==> config.mk <==
export PLATFORM = sky130hd
export DESIGN_NAME = wave_timer
export DESIGN_NICKNAME = d
export VERILOG_FILES = /design/src/rtl/wave_timer_pkg.sv /design/src/rtl/wave_timer_act.sv /design/src/rtl/wave_timer_dp.sv /design/src/rtl/wave_timer_ctrl.sv /design/src/rtl/wave_timer.sv
export SDC_FILE = /design/constraint.sdc
export NUM_CORES = 1
export LEC_CHECK = 0
export ABC_AREA = 1
export BUFFER_PORTS_ARGS = -buffer_cell sky130_fd_sc_hd__buf_4
export CORE_MARGIN = 8
export CORE_UTILIZATION = 26
export CTS_BUF_LIST = sky130_fd_sc_hd__clkbuf_16
export CTS_CLUSTER_SIZE = 24
export DETAILED_ROUTE_END_ITERATION = 8
export SLEW_MARGIN = 20
export SYNTH_ARGS = -nofsm -noshare
export SYNTH_HDL_FRONTEND = slang
export SYNTH_SLANG_ARGS = --single-unit
==> constraint.sdc <==
create_clock -name clk -period 2.6 [get_ports clk]
set_clock_uncertainty 0.1 [all_clocks]
set_input_delay 0.26 -clock clk [delete_from_list [all_inputs] [get_ports clk]]
set_output_delay 0.26 -clock clk [all_outputs]
set_load 0.005 [all_outputs]
==> src/rtl/wave_timer_pkg.sv <==
package wave_timer_pkg;

  localparam logic [2:0] ADR_CMD   = 3'd0;
  localparam logic [2:0] ADR_MODE  = 3'd1;
  localparam logic [2:0] ADR_VALA  = 3'd2;
  localparam logic [2:0] ADR_VALB  = 3'd3;
  localparam logic [2:0] ADR_VALC  = 3'd4;
  localparam logic [2:0] ADR_COUNT = 3'd5;
  localparam logic [2:0] ADR_STAT  = 3'd6;
  localparam logic [2:0] ADR_IRQEN = 3'd7;

  localparam int ST_OVF   = 0;
  localparam int ST_HITA  = 2;
  localparam int ST_HITB  = 3;
  localparam int ST_HITC  = 4;
  localparam int ST_EXT   = 7;
  localparam int ST_CLKON = 16;
  localparam int ST_LVLA  = 17;
  localparam int ST_LVLB  = 18;

  localparam int MODE_W = 26;

  typedef enum logic [1:0] {
    ACT_KEEP = 2'b00,
    ACT_SET  = 2'b01,
    ACT_CLR  = 2'b10,
    ACT_TGL  = 2'b11
  } act_e;

  // Field order fixes the bit positions of the mode register.
  typedef struct packed {
    act_e       bSw;
    act_e       bExt;
    act_e       bRc;
    act_e       bCmp;
    act_e       aSw;
    act_e       aExt;
    act_e       aRc;
    act_e       aCmp;
    logic       extRestart;
    logic [1:0] extEdge;
    logic [1:0] extSel;
    logic       rcOff;
    logic       rcPause;
    logic       rcZero;
    logic       waveOn;
    logic       divSel;
  } mode_t;

  typedef struct packed {
    logic tick;
    logic trig;
    logic swEvt;
    logic extEvt;
  } strobe_t;

  typedef struct packed {
    logic cmpA;
    logic cmpB;
    logic cmpC;
    logic ovf;
  } hit_t;

endpackage

==> src/rtl/wave_timer_act.sv <==
module wave_timer_act
  import wave_timer_pkg::*;
(
  input  logic clk,
  input  logic rstN,
  input  logic en,
  input  logic evSw,
  input  logic evExt,
  input  logic evRc,
  input  logic evCmp,
  input  act_e codeSw,
  input  act_e codeExt,
  input  act_e codeRc,
  input  act_e codeCmp,
  output logic lvl
);

  act_e pick;
  logic nxt;

  // Later assignments override earlier ones: lowest priority first.
  always_comb begin
    pick = ACT_KEEP;
    if (evCmp && codeCmp != ACT_KEEP) pick = codeCmp;
    if (evRc  && codeRc  != ACT_KEEP) pick = codeRc;
    if (evExt && codeExt != ACT_KEEP) pick = codeExt;
    if (evSw  && codeSw  != ACT_KEEP) pick = codeSw;
  end

  always_comb begin
    case (pick)
      ACT_SET: nxt = 1'b1;
      ACT_CLR: nxt = 1'b0;
      ACT_TGL: nxt = ~lvl;
      default: nxt = lvl;
    endcase
  end

  always_ff @(posedge clk or negedge rstN) begin
    if (!rstN)   lvl <= 1'b0;
    else if (en) lvl <= nxt;
  end

endmodule

==> src/rtl/wave_timer_dp.sv <==
module wave_timer_dp
  import wave_timer_pkg::*;
#(
  parameter int CNT_W = 16
) (
  input  logic             clk,
  input  logic             rstN,
  input  strobe_t          strb,
  input  mode_t            mode,
  input  logic [CNT_W-1:0] valA,
  input  logic [CNT_W-1:0] valB,
  input  logic [CNT_W-1:0] valC,
  output logic [CNT_W-1:0] cntVal,
  output hit_t             hits,
  output logic [1:0]       outLvl
);

  localparam logic [CNT_W-1:0] CNT_TOP = '1;

  always_comb begin
    hits.cmpA = strb.tick && (cntVal == valA);
    hits.cmpB = strb.tick && (cntVal == valB);
    hits.cmpC = strb.tick && (cntVal == valC);
    hits.ovf  = strb.tick && (cntVal == CNT_TOP) && !(hits.cmpC && mode.rcZero);
  end

  always_ff @(posedge clk or negedge rstN) begin
    if (!rstN)            cntVal <= '0;
    else if (strb.trig)   cntVal <= '0;
    else if (strb.tick)   cntVal <= (hits.cmpC && mode.rcZero) ? '0 : cntVal + 1'b1;
  end

  for (genvar g = 0; g < 2; g++) begin : g_out
    act_e cSw, cExt, cRc, cCmp;
    logic ownHit;
    if (g == 0) begin : g_chanA
      assign cSw    = mode.aSw;
      assign cExt   = mode.aExt;
      assign cRc    = mode.aRc;
      assign cCmp   = mode.aCmp;
      assign ownHit = hits.cmpA;
    end else begin : g_chanB
      assign cSw    = mode.bSw;
      assign cExt   = mode.bExt;
      assign cRc    = mode.bRc;
      assign cCmp   = mode.bCmp;
      assign ownHit = hits.cmpB;
    end

    wave_timer_act u_act (
      .clk     (clk),
      .rstN    (rstN),
      .en      (mode.waveOn),
      .evSw    (strb.swEvt),
      .evExt   (strb.extEvt),
      .evRc    (hits.cmpC),
      .evCmp   (ownHit),
      .codeSw  (cSw),
      .codeExt (cExt),
      .codeRc  (cRc),
      .codeCmp (cCmp),
      .lvl     (outLvl[g])
    );
  end

endmodule

==> src/rtl/wave_timer_ctrl.sv <==
module wave_timer_ctrl
  import wave_timer_pkg::*;
#(
  parameter int CNT_W    = 16,
  parameter int PRESCALE = 4
) (
  input  logic             clk,
  input  logic             rstN,
  input  logic             regWrEn,
  input  logic             regRdEn,
  input  logic [2:0]       regAddr,
  input  logic [31:0]      regWrData,
  output logic [31:0]      regRdData,
  input  logic [3:0]       extIn,
  input  logic [CNT_W-1:0] cntVal,
  input  hit_t             hits,
  input  logic [1:0]       outLvl,
  output strobe_t          strb,
  output mode_t            modeCfg,
  output logic [CNT_W-1:0] valA,
  output logic [CNT_W-1:0] valB,
  output logic [CNT_W-1:0] valC,
  output logic             clkOn,
  output logic [31:0]      statusVec,
  output logic             irq
);

  localparam int PRE_W = (PRESCALE > 1) ? $clog2(PRESCALE) : 1;
  localparam logic [PRE_W-1:0] PRE_LAST = PRE_W'(PRESCALE - 1);

  logic             running;
  logic [PRE_W-1:0] preCnt;
  logic [3:0]       extPrev;
  logic [7:0]       irqMask;
  logic             fOvf, fHitA, fHitB, fHitC, fExt;

  logic wrCmd, cmdOn, cmdOff, cmdSw, rdStat, going, divHit;
  logic selNow, selOld, extRise, extFall, extEvt, trig;

  always_comb begin
    wrCmd   = regWrEn && (regAddr == ADR_CMD);
    cmdOn   = wrCmd && regWrData[0];
    cmdOff  = wrCmd && regWrData[1];
    cmdSw   = wrCmd && regWrData[2];
    rdStat  = regRdEn && (regAddr == ADR_STAT);
    selNow  = extIn[modeCfg.extSel];
    selOld  = extPrev[modeCfg.extSel];
    extRise = selNow && !selOld;
    extFall = !selNow && selOld;
    extEvt  = (modeCfg.extEdge[0] && extRise) || (modeCfg.extEdge[1] && extFall);
    trig    = cmdSw || (extEvt && modeCfg.extRestart);
    going   = clkOn && running;
    divHit  = !modeCfg.divSel || (preCnt == PRE_LAST);
  end

  always_comb begin
    strb.tick   = going && divHit && !trig;
    strb.trig   = trig;
    strb.swEvt  = cmdSw;
    strb.extEvt = extEvt;
  end

  // Configuration registers
  always_ff @(posedge clk or negedge rstN) begin
    if (!rstN) begin
      modeCfg <= '0;
      valA    <= '0;
      valB    <= '0;
      valC    <= '0;
      irqMask <= '0;
    end else if (regWrEn) begin
      case (regAddr)
        ADR_MODE:  modeCfg <= mode_t'(regWrData[MODE_W-1:0]);
        ADR_VALA:  valA    <= regWrData[CNT_W-1:0];
        ADR_VALB:  valB    <= regWrData[CNT_W-1:0];
        ADR_VALC:  valC    <= regWrData[CNT_W-1:0];
        ADR_IRQEN: irqMask <= regWrData[7:0];
        default: ;
      endcase
    end
  end

  // Clock gating state and prescaler
  always_ff @(posedge clk or negedge rstN) begin
    if (!rstN) begin
      clkOn   <= 1'b0;
      running <= 1'b0;
      preCnt  <= '0;
      extPrev <= '0;
    end else begin
      extPrev <= extIn;
      if (cmdOff)                               clkOn <= 1'b0;
      else if (cmdOn)                           clkOn <= 1'b1;
      else if (hits.cmpC && modeCfg.rcOff)      clkOn <= 1'b0;

      if (cmdOn || trig)                        running <= 1'b1;
      else if (hits.cmpC && modeCfg.rcPause)    running <= 1'b0;

      if (trig || !going || !modeCfg.divSel)    preCnt <= '0;
      else if (preCnt == PRE_LAST)              preCnt <= '0;
      else                                      preCnt <= preCnt + 1'b1;
    end
  end

  // Sticky status flags; a fresh event beats a read-clear
  always_ff @(posedge clk or negedge rstN) begin
    if (!rstN) begin
      fOvf  <= 1'b0;
      fHitA <= 1'b0;
      fHitB <= 1'b0;
      fHitC <= 1'b0;
      fExt  <= 1'b0;
    end else begin
      fOvf  <= (fOvf  && !rdStat) || hits.ovf;
      fHitA <= (fHitA && !rdStat) || hits.cmpA;
      fHitB <= (fHitB && !rdStat) || hits.cmpB;
      fHitC <= (fHitC && !rdStat) || hits.cmpC;
      fExt  <= (fExt  && !rdStat) || extEvt;
    end
  end

  always_comb begin
    statusVec           = '0;
    statusVec[ST_OVF]   = fOvf;
    statusVec[ST_HITA]  = fHitA;
    statusVec[ST_HITB]  = fHitB;
    statusVec[ST_HITC]  = fHitC;
    statusVec[ST_EXT]   = fExt;
    statusVec[ST_CLKON] = clkOn;
    statusVec[ST_LVLA]  = outLvl[0];
    statusVec[ST_LVLB]  = outLvl[1];
  end

  assign irq = |(statusVec[7:0] & irqMask);

  always_comb begin
    regRdData = '0;
    case (regAddr)
      ADR_MODE:  regRdData[MODE_W-1:0] = modeCfg;
      ADR_VALA:  regRdData[CNT_W-1:0]  = valA;
      ADR_VALB:  regRdData[CNT_W-1:0]  = valB;
      ADR_VALC:  regRdData[CNT_W-1:0]  = valC;
      ADR_COUNT: regRdData[CNT_W-1:0]  = cntVal;
      ADR_STAT:  regRdData             = statusVec;
      ADR_IRQEN: regRdData[7:0]        = irqMask;
      default:   regRdData             = '0;
    endcase
  end

endmodule

==> src/rtl/wave_timer.sv <==
module wave_timer
  import wave_timer_pkg::*;
#(
  parameter int CNT_W    = 16,
  parameter int PRESCALE = 4
) (
  input  logic        clk,
  input  logic        rstN,
  input  logic        regWrEn,
  input  logic        regRdEn,
  input  logic [2:0]  regAddr,
  input  logic [31:0] regWrData,
  output logic [31:0] regRdData,
  input  logic [3:0]  extIn,
  output logic        outA,
  output logic        outB,
  output logic        irq
);

  strobe_t          strb;
  mode_t            modeCfg;
  hit_t             hits;
  logic [CNT_W-1:0] valA, valB, valC, cntVal;
  logic [1:0]       outLvl;
  logic             clkOn;
  logic [31:0]      statusVec;

  wave_timer_ctrl #(.CNT_W(CNT_W), .PRESCALE(PRESCALE)) u_ctrl (
    .clk       (clk),
    .rstN      (rstN),
    .regWrEn   (regWrEn),
    .regRdEn   (regRdEn),
    .regAddr   (regAddr),
    .regWrData (regWrData),
    .regRdData (regRdData),
    .extIn     (extIn),
    .cntVal    (cntVal),
    .hits      (hits),
    .outLvl    (outLvl),
    .strb      (strb),
    .modeCfg   (modeCfg),
    .valA      (valA),
    .valB      (valB),
    .valC      (valC),
    .clkOn     (clkOn),
    .statusVec (statusVec),
    .irq       (irq)
  );

  wave_timer_dp #(.CNT_W(CNT_W)) u_dp (
    .clk    (clk),
    .rstN   (rstN),
    .strb   (strb),
    .mode   (modeCfg),
    .valA   (valA),
    .valB   (valB),
    .valC   (valC),
    .cntVal (cntVal),
    .hits   (hits),
    .outLvl (outLvl)
  );

  assign outA = outLvl[0];
  assign outB = outLvl[1];

endmodule

## After elaboration in Yosys (flattened, before gate mapping)

Cells that the tools add are included.
W data, S select, Z words.

- Add/sub/neg operators: 2
- $lt $le $gt $ge: 1
- Eq/ne operators: 18
- Muxes and demuxes: 27
- Bitwise gates (word level): 3
- Reductions and logical operators: 74

Operators with widths:

| cell | count |
|---|---|
| $pmux W8 S7 | 1 |
| $eq A16 B16 Y1 | 3 |
| $mux W16 | 3 |
| $pmux W8 S5 | 1 |
| $logic_and A1 B1 Y1 | 34 |
| $mux W2 | 10 |
| $pmux W10 S2 | 1 |
| $reduce_bool A2 Y1 | 10 |
| $add A16 B1 Y16 const B | 1 |
| $eq A16 B16 Y1 const B | 1 |
| $reduce_and A2 Y1 | 7 |
| $eq A3 B3 Y1 const B | 4 |
| $logic_or A1 B1 Y1 | 11 |
| $eq A2 B2 Y1 const B | 5 |
| $reduce_bool A3 Y1 | 3 |
| $and A8 B8 Y8 | 1 |
| $reduce_or A8 Y1 | 1 |
| $logic_not A1 Y1 | 7 |
| $mux W1 | 7 |
| $eq A3 B2 Y1 const B | 2 |
| $pmux W1 S3 | 2 |
| $bmux W1 S2 | 2 |
| $eq A2 B1 Y1 const B | 2 |
| $eq A3 B1 Y1 const B | 1 |
| other kinds (4) | 5 |

- Flip-flop bits (word level): 113
- Input bits: 43
- Output and inout port bits: 35
- Logic and storage cells: 157

## Logic depth before layout (Yosys ltp)

Gate-level depths: netlist of run 1.

- Word-level depth: 19
- Mapped depth: 18
- Mapped depth without buffers: 18

## Modules after synthesis

From an unflattened synthesis of run 1, not the netlist that was laid out.

- Cell total of the unflattened synthesis: 966
- Area total of the unflattened synthesis: 7,059.3 sq um

Modules (own cells, without submodules):

| module | instances | cells each | area each (sq um) | sequential area each (sq um) |
|---|---|---|---|---|
| wave_timer_ctrl | 1 | 590 | 4,914.7 | 2,377.3 |
| wave_timer_dp | 1 | 326 | 1,876.8 | 400.4 |
| wave_timer_act | 2 | 25 | 133.9 | 25.0 |

## Least setup slack after synthesis of run 1

Ideal clock, no wire load.

- Kind: register to register
- Start point: register u_dp.cntVal[0]
- End point: register u_dp.cntVal[13]
- Setup time: 0.125 ns
- Arrival time: 1.736 ns
- Required time: 2.375 ns
- Slack: 0.639 ns
- Cell stages (with the launch flop): 14
- Buffers on the path: 2
- Clock period less this slack: 1.961 ns
- Cell sequence: dfrtp_1 buf_2 or2_0 a21oi_1 nand3_1 nor2_1 nand2_1 nor2_4 nand2_2 nand3_1 buf_4 a21oi_1 o21ai_0 o21ai_1

- Cells in the longest elaborated chain, start to end: 6
- Elaborated cells on any way between the ends: 7
- Those cells by class: add/sub: 1; eq/ne: 1; mux: 3; reduce/logical: 2

RTL lines:

| element | RTL line | text |
|---|---|---|
| from (decl) | wave_timer_dp.sv:13 | `output logic [CNT_W-1:0] cntVal,` |
| from (signal assigned) | wave_timer_dp.sv:30 | `else if (strb.tick) cntVal <= (hits.cmpC && mode.rcZero) ? '0 : cntVal + 1'b1;` |
| branches (longest 3 deep; another with $add A16 B1 Y16) | -- |  |
| $mux W16 (*) (2 in series) | wave_timer_dp.sv:30 |  |
| $mux W16 (*) | wave_timer_dp.sv:29 | `else if (strb.trig) cntVal <= '0;` |

Mark *: on every way between the ends. The select of a mux whose other input is x is not followed.
A chain may end at the register's enable or synchronous reset.

## Worst setup path after layout of run 1

- Start point: register u_dp.cntVal[15]
- End point: register u_dp.cntVal[13]

- Cells in the longest elaborated chain, start to end: 6

RTL lines:

| element | RTL line | text |
|---|---|---|
| $eq A16 B16 Y1 | wave_timer_dp.sv:23 | `hits.cmpC = strb.tick && (cntVal == valC);` |
| $logic_and A1 B1 Y1 | wave_timer_dp.sv:23 |  |
| $logic_and A1 B1 Y1 | wave_timer_dp.sv:30 |  |
| $mux W16 (2 in series) | wave_timer_dp.sv:30 |  |
| $mux W16 | wave_timer_dp.sv:29 |  |

Every way passes these cells. The select of a mux whose other input is x is not followed.

==> implementation parameters, run 1 <==
Parameter                              Value

Synthesis
  Sequential-to-total area share from yosys stat    0.468
  Flip-flop and latch count after synthesis    113
  Gate count after technology mapping    748
  Area of the mapped netlist    6040 um^2
  Mean post-synth cell area    8.08 um^2
  Number of enable-type register cells in the synthesized netlist    0
  Number of warnings issued by yosys    0
  Main synth FF type    sky130_fd_sc_hd__dfrtp_1
  Number of distinct library cells after synthesis    38
  Fraction of registers with async set/reset    1.00

Placement
  Count of port buffers added during placement    65
  Half-perimeter wire length after detailed placement    14000 um
  Dpl cell area    6940 um^2
  Last weighted congestion value of the routability-driven placer    0.852

Timing
  Final number of hold-violating endpoints    0
  Achievable clock frequency    425 MHz
  Final slew viol count    0
  Fraction of the cycle the final worst path needs    0.904
  RSZ-0062 raised after global routing    no
  Tightest Pin Transition    612 ps
  Post-route minimum period    2350 ps
  Worst slew slack as a fraction of its limit    0.592
  Number of setup violations in the final report    0
  Setup TNS    0 ps

Global route
  Maximum number of pins on one net before global-route repair    54
  Initial antenna violation count    1
  First-pass GRT wire length    30600 um
  Congestion Overflow GR    0
  Combined global-route utilization of all metal layers    0.137
  Vias in the first global route    5483

Worst setup path
  Crit-path cells    inv_1, nor2_1, nor3_1, nand2_1, nor2_1, nand2_1, nor2_4, nand2_2, nand3_1, buf_4, a21oi_1, o21ai_0, o21ai_1
  Worst setup slack for register-to-register paths    250 ps
  Required time of the worst setup path    2780 ps
  Delay of the slowest cell on the worst path    440 ps
  Worst Path Buf+Inv    2
  CP max stage cell    sky130_fd_sc_hd__dfrtp_1
  Critical path capture point type    flip-flop
  Top delay family on crit path    simple AND/OR/NAND/NOR gates
  Data arrival, critical path    2530 ps
  Endpoint of the worst-slack reg-to-reg timing path    u_dp.cntVal[13]
  Worst setup SP type    flip-flop
  Logic depth of the worst register-to-register path    13
  Worst reg2reg path startpoint    u_dp.cntVal[15]
  Type of the worst setup path    flip-flop to flip-flop
  Worst-path fanout max    10

CTS
  Deepest clock path buffer count    2
  CTS Root Buffer Type    sky130_fd_sc_hd__clkbuf_16
  Htree depth    4
  Setup repair bufs after CTS    0
  TritonCTS clock tree    done
  Count of hold-fix buffers inserted at cts    16
  Resized Gates After CTS    0
  Count of clock tree sinks    113
  CTS clk-pin slew, worst paths    50 ps
  Worst-skew pair later-pin latency    410 ps
  Total clock buffers created by CTS    17

Hold path
  Worst min-delay path endpoint    u_ctrl.valA[10]
  Worst min-delay path startpoint    regWrData[10]
  Hold Path Class    input port to flip-flop
  Cell depth of the worst min-delay path    3

Finish
  Sequential cell area    2830 um^2
  Share of cells above drive strength 1    0.168
  Post-layout instance area    7720 um^2
  Fillers    2393
  Area of combinational cells with multiple inputs    2720 um^2
  Diode count    0
  Net total in the final layout    887
  Synth-to-layout area growth    27.7%

Drt
  Violation count after the first detailed-route iteration    520
  Detailed-route wire length    18900 um
  Number of vias in the routed layout    5505
  Avg WL per Cell    16.6 um
  Routed via count divided by cell count    4.83
  Drt drc    0
  Post-DRT Antenna Nets    0
  Iteration count of the initial detailed-routing pass    5

Floorplanning
  Starting density of the core    0.266
  Floorplan die height    168 um
  Core region area    22700 um^2
  Number of placement rows    55
  Total I/O pin count    78
  DIE AREA    28400 um^2
  DIE WIDTH    168 um

Run status
  Status    finished, final reports clean

Power
  Static Leak    3.54 nW
  PwrDens    797 nW/um^2
  Maximum vdd ir drop    0.000391 V

Job
  Max-cap violation count    0
through the flow:
step                cells  setup WS (ps)  utilization  hold slack [ps]  power (mW)
detailed placement   1092            296        0.305              211        3.67
CTS                  1140            246        0.340             68.0        6.18
global placement     1092            314        0.305              205        3.64
global route         1140           64.2        0.340             99.9        6.49
finish               1140            249        0.340             76.7        6.15
floorplan             753            639            -             -136        3.12
report_power, final:
part	internal, mW	switching, mW	leakage, nW
sequential	2.06	0.315	1.42
clock	1.67	0.811	0.301
combinational	0.566	0.729	1.82
how the worst max path moves through the flow:
stage	slack, ps	depth (start not counted)	end	from
6_report	250	13	u_dp.cntVal[13]	u_dp.cntVal[15]
5_1_grt	60	9	u_ctrl.fOvf	u_dp.cntVal[1]
4_1_cts	250	13	u_dp.cntVal[13]	u_dp.cntVal[15]
3_5_place_dp	300	9	u_ctrl.fOvf	u_dp.cntVal[1]
3_3_place_gp	310	13	u_dp.cntVal[13]	u_dp.cntVal[15]
2_1_floorplan	640	13	u_dp.cntVal[13]	u_dp.cntVal[0]
logic make-up (layout without fill, tap and decap cells):
kind of cell	Yosys count	after routing	share of synthesized area
flip-flops	113	113	0.468
adder cells (fa/ha/maj)	2	2	0.00414
XOR/XNOR	46	46	0.0667
AO/OA/AOI/OAI	174	174	0.167
multiplexers	2	2	0.00373
buffers and inverters	121	223	0.0849
AND/OR/NAND/NOR	289	289	0.205
other	1	6	0.000620
synth_stat cells, types with 2 or more instances:
cell type	count	area [um^2]
sky130_fd_sc_hd__nand3_2	5	50.1
sky130_fd_sc_hd__o21ai_0	102	510
sky130_fd_sc_hd__nand2_1	187	702
sky130_fd_sc_hd__buf_2	7	35.0
sky130_fd_sc_hd__nand4_1	11	68.8
sky130_fd_sc_hd__ha_1	2	25.0
sky130_fd_sc_hd__clkbuf_1	21	78.8
sky130_fd_sc_hd__nor2_4	4	45.0
sky130_fd_sc_hd__o31ai_1	2	15.0
sky130_fd_sc_hd__xor2_1	7	61.3
sky130_fd_sc_hd__xnor2_1	39	342
sky130_fd_sc_hd__nand2_2	3	18.8
sky130_fd_sc_hd__a221oi_1	14	123
sky130_fd_sc_hd__inv_2	4	15.0
sky130_fd_sc_hd__o22ai_1	12	75.1
sky130_fd_sc_hd__nand3_1	18	90.1
sky130_fd_sc_hd__dfrtp_1	113	2830
sky130_fd_sc_hd__nor3_1	6	30.0
sky130_fd_sc_hd__inv_1	75	282
sky130_fd_sc_hd__a22oi_1	9	67.6
sky130_fd_sc_hd__o32ai_1	2	17.5
sky130_fd_sc_hd__nor2_1	50	188
sky130_fd_sc_hd__o21ai_1	2	10.0
sky130_fd_sc_hd__a22o_1	2	17.5
sky130_fd_sc_hd__o2111ai_1	7	61.3
sky130_fd_sc_hd__mux2_2	2	22.5
sky130_fd_sc_hd__nor3_2	2	20.0
sky130_fd_sc_hd__a21oi_1	20	100
sky130_fd_sc_hd__buf_4	11	82.6
placed cells by master, fill, tap and decap left out, types with 4 or more instances in the layout:
master                          count
sky130_fd_sc_hd__conb_1             6
sky130_fd_sc_hd__nand3_1           18
sky130_fd_sc_hd__nor2_1            50
sky130_fd_sc_hd__xnor2_1           39
sky130_fd_sc_hd__buf_4             95
sky130_fd_sc_hd__clkinv_1           5
sky130_fd_sc_hd__o22ai_1           12
sky130_fd_sc_hd__a221oi_1          14
sky130_fd_sc_hd__dfrtp_1          113
sky130_fd_sc_hd__dlygate4sd3_1     16
sky130_fd_sc_hd__nor3_1             6
sky130_fd_sc_hd__o21ai_0          102
sky130_fd_sc_hd__xor2_1             7
sky130_fd_sc_hd__nor2_4             4
sky130_fd_sc_hd__a22oi_1            9
sky130_fd_sc_hd__nand4_1           11
sky130_fd_sc_hd__inv_2              4
sky130_fd_sc_hd__o2111ai_1          7
sky130_fd_sc_hd__bufinv_16          5
sky130_fd_sc_hd__nand2_1          187
sky130_fd_sc_hd__clkbuf_16         17
sky130_fd_sc_hd__nand3_2            5
sky130_fd_sc_hd__a21oi_1           20
sky130_fd_sc_hd__inv_1             76
cell type report:
type / instances / share of cell area
timing repair buffer: 112 / 0.116
clock buffer: 17 / 0.0551
sequential: 113 / 0.366
inverter: 79 / 0.0384
tap: 285 / 0.0462
multi-input combinational: 519 / 0.353
clock inverter: 15 / 0.0256
per-layer routing:
| layer | vias up | global-route usage | routed length [um] |
|---|---|---|---|
| met5 | - | 0 | 8 |
| met3 | 30 | 0.0323 | 1140 |
| met2 | 178 | 0.220 | 8900 |
| li1 | 2649 | - | - |
| met4 | 2 | 0.0520 | 453 |
| met1 | 2646 | 0.176 | 8380 |
worst min-delay path, cell delays in order:
cell	delay, ps
sky130_fd_sc_hd__buf_4	70
sky130_fd_sc_hd__inv_1	60
sky130_fd_sc_hd__o21ai_0	150
flip-flops by register name, summed over array words and instances, names as in the netlist:
name                  count
u_ctrl.valB              16
u_ctrl.clkOn              1
u_ctrl.fHitB              1
u_dp.g_out.u_act.lvl      2
u_ctrl.irqMask            8
u_dp.cntVal              16
u_ctrl.valC              16
u_ctrl.fHitA              1
u_ctrl.fHitC              1
u_ctrl.modeCfg           26
u_ctrl.fExt               1
u_ctrl.fOvf               1
u_ctrl.preCnt             2
u_ctrl.valA              16
u_ctrl.extPrev            4
u_ctrl.running            1
Note: power is estimated with default switching activity, not from simulation.
==> run 2: changes to the inputs <==
CORE_MARGIN = 2   (was 8)
==> implementation parameters, run 2 (synthesis gave the netlist of run 1 again) <==
Parameter                              Value

Timing
  Final number of hold-violating endpoints    0
  Fraction of the cycle the final worst path needs    0.925
  Setup TNS    0 ps
  Final slew viol count    0
  RSZ-0062 raised after global routing    no
  Achievable clock frequency    416 MHz
  Tightest Pin Transition    680 ps
  Number of setup violations in the final report    0
  Post-route minimum period    2400 ps
  Worst slew slack as a fraction of its limit    0.546

Drt
  Detailed-route wire length    18400 um
  Post-DRT Antenna Nets    0
  Drt drc    0
  Iteration count of the initial detailed-routing pass    6
  Routed via count divided by cell count    4.87
  Violation count after the first detailed-route iteration    375
  Avg WL per Cell    16.2 um
  Number of vias in the routed layout    5505

Placement
  Half-perimeter wire length after detailed placement    13700 um
  Last weighted congestion value of the routability-driven placer    0.864
  Count of port buffers added during placement    65

Hold path
  Hold Path Class    input port to flip-flop

Finish
  Synth-to-layout area growth    26.0%
  Number of flip-flops in the largest register    26
  Sequential cell area    2830 um^2
  Share of cells above drive strength 1    0.161
  Net total in the final layout    881
  Diode count    0
  Post-layout utilization of the core    0.335
  Leading cell type in the layout, fill and taps excluded    sky130_fd_sc_hd__nand2_1
  Most used cells in the layout excluding fill and tap cells    sky130_fd_sc_hd__nand2_1, sky130_fd_sc_hd__dfrtp_1, sky130_fd_sc_hd__o21ai_0
  Area of combinational cells with multiple inputs    2720 um^2
  Fillers    2395
  Largest Register    u_ctrl.modeCfg

Global route
  Initial antenna violation count    0
  Congestion Overflow GR    0
  Met2 track demand over resource    0.242
  Combined global-route utilization of all metal layers    0.155
  First-pass GRT wire length    29100 um
  Most crowded layer after global routing    met2
  GR met1 Demand/Resource    0.210
  Vias in the first global route    5211
  Met3 track utilization from global routing    0.0271
  Maximum number of pins on one net before global-route repair    69

Floorplanning
  DIE WIDTH    156 um
  Total I/O pin count    78
  DIE AREA    24500 um^2
  Core region area    22700 um^2
  Starting density of the core    0.266
  Floorplan die height    156 um
  Number of placement rows    55

Worst setup path
  Critical path capture point type    flip-flop
  Data arrival, critical path    2580 ps
  Worst-path fanout max    9
  Worst setup SP type    flip-flop
  Worst setup slack for register-to-register paths    200 ps
  Type of the worst setup path    flip-flop to flip-flop
  Required time of the worst setup path    2770 ps

Power
  Total design power    5.79 mW
  Maximum vdd ir drop    0.000426 V
  Static Leak    3.49 nW
  PwrDens    761 nW/um^2

CTS
  CTS clk-pin slew, worst paths    50 ps
  Htree depth    4
  Count of hold-fix buffers inserted at cts    14
  Setup repair bufs after CTS    0
  Worst-skew pair later-pin latency    410 ps
  Resized Gates After CTS    0
  Count of clock tree sinks    113
  Total clock buffers created by CTS    17
  Deepest clock path buffer count    2
  CTS Root Buffer Type    sky130_fd_sc_hd__clkbuf_16
  TritonCTS clock tree    done

Run status
  Status    finished, final reports clean

Job
  Max-cap violation count    0
[run 2: cell type report]
class	count	area share
Multi-Input combinational cell	519	0.358
Tap cell	285	0.0468
Clock buffer	17	0.0559
Sequential cell	113	0.371
Clock inverter	12	0.0136
Timing Repair Buffer	106	0.116
Inverter	79	0.0389
[run 2: power by group]
part / total (mW) / internal [mW] / switching [mW]
logic: 1.27 / 0.565 / 0.705
clock network: 2.13 / 1.36 / 0.774
registers: 2.39 / 2.06 / 0.329
[run 2: per-layer routing]
layer,vias up,routed length (um),part of all wire
met5,-,0,0
met2,209,8530,0.46
met3,34,1090,0.060
met1,2629,8110,0.44
met4,0,616,0.034
li1,2633,-,-
[run 2: metrics by stage]
stage / hold slack (ps) / setup slack [ps] / cell area [um^2] / cells
floorplan: -136 / 639 / 6060 / 753
global placement: 118 / 242 / 6940 / 1088
detailed placement: 116 / 245 / 6940 / 1088
CTS: 0.234 / 204 / 7610 / 1131
global route: 28.6 / 14.3 / 7610 / 1131
finish: 7.39 / 196 / 7610 / 1131
[run 2: critical path, stage by stage, from the launching register on]
cell and delay, ps:
sky130_fd_sc_hd__dfrtp_1 490, sky130_fd_sc_hd__or2_0 270, sky130_fd_sc_hd__a21oi_1 140, sky130_fd_sc_hd__nand3_1 120
sky130_fd_sc_hd__nor2_1 100, sky130_fd_sc_hd__nand2_1 110, sky130_fd_sc_hd__nor2_4 310, sky130_fd_sc_hd__nand2_2 90
sky130_fd_sc_hd__nand3_1 170, sky130_fd_sc_hd__inv_1 180, sky130_fd_sc_hd__nand3_1 110, sky130_fd_sc_hd__o21ai_0 80
[run 2: path summary, 6_finish.rpt]
| path | endpoint | cells past startpoint | from |
|---|---|---|---|
| worst max register to register | u_dp.cntVal[11] | 11 | u_dp.cntVal[0] |
| worst min-delay path | u_ctrl.clkOn | 3 | regWrData[1] |
| min in group asynchronous | u_ctrl.modeCfg[24] | 2 | rstN |
| max in group asynchronous | u_ctrl.irqMask[5] | 3 | rstN |
| worst min register to register | u_ctrl.preCnt[0] | 1 | u_ctrl.preCnt[0] |
| worst max-delay path | u_dp.cntVal[11] | 11 | u_dp.cntVal[0] |
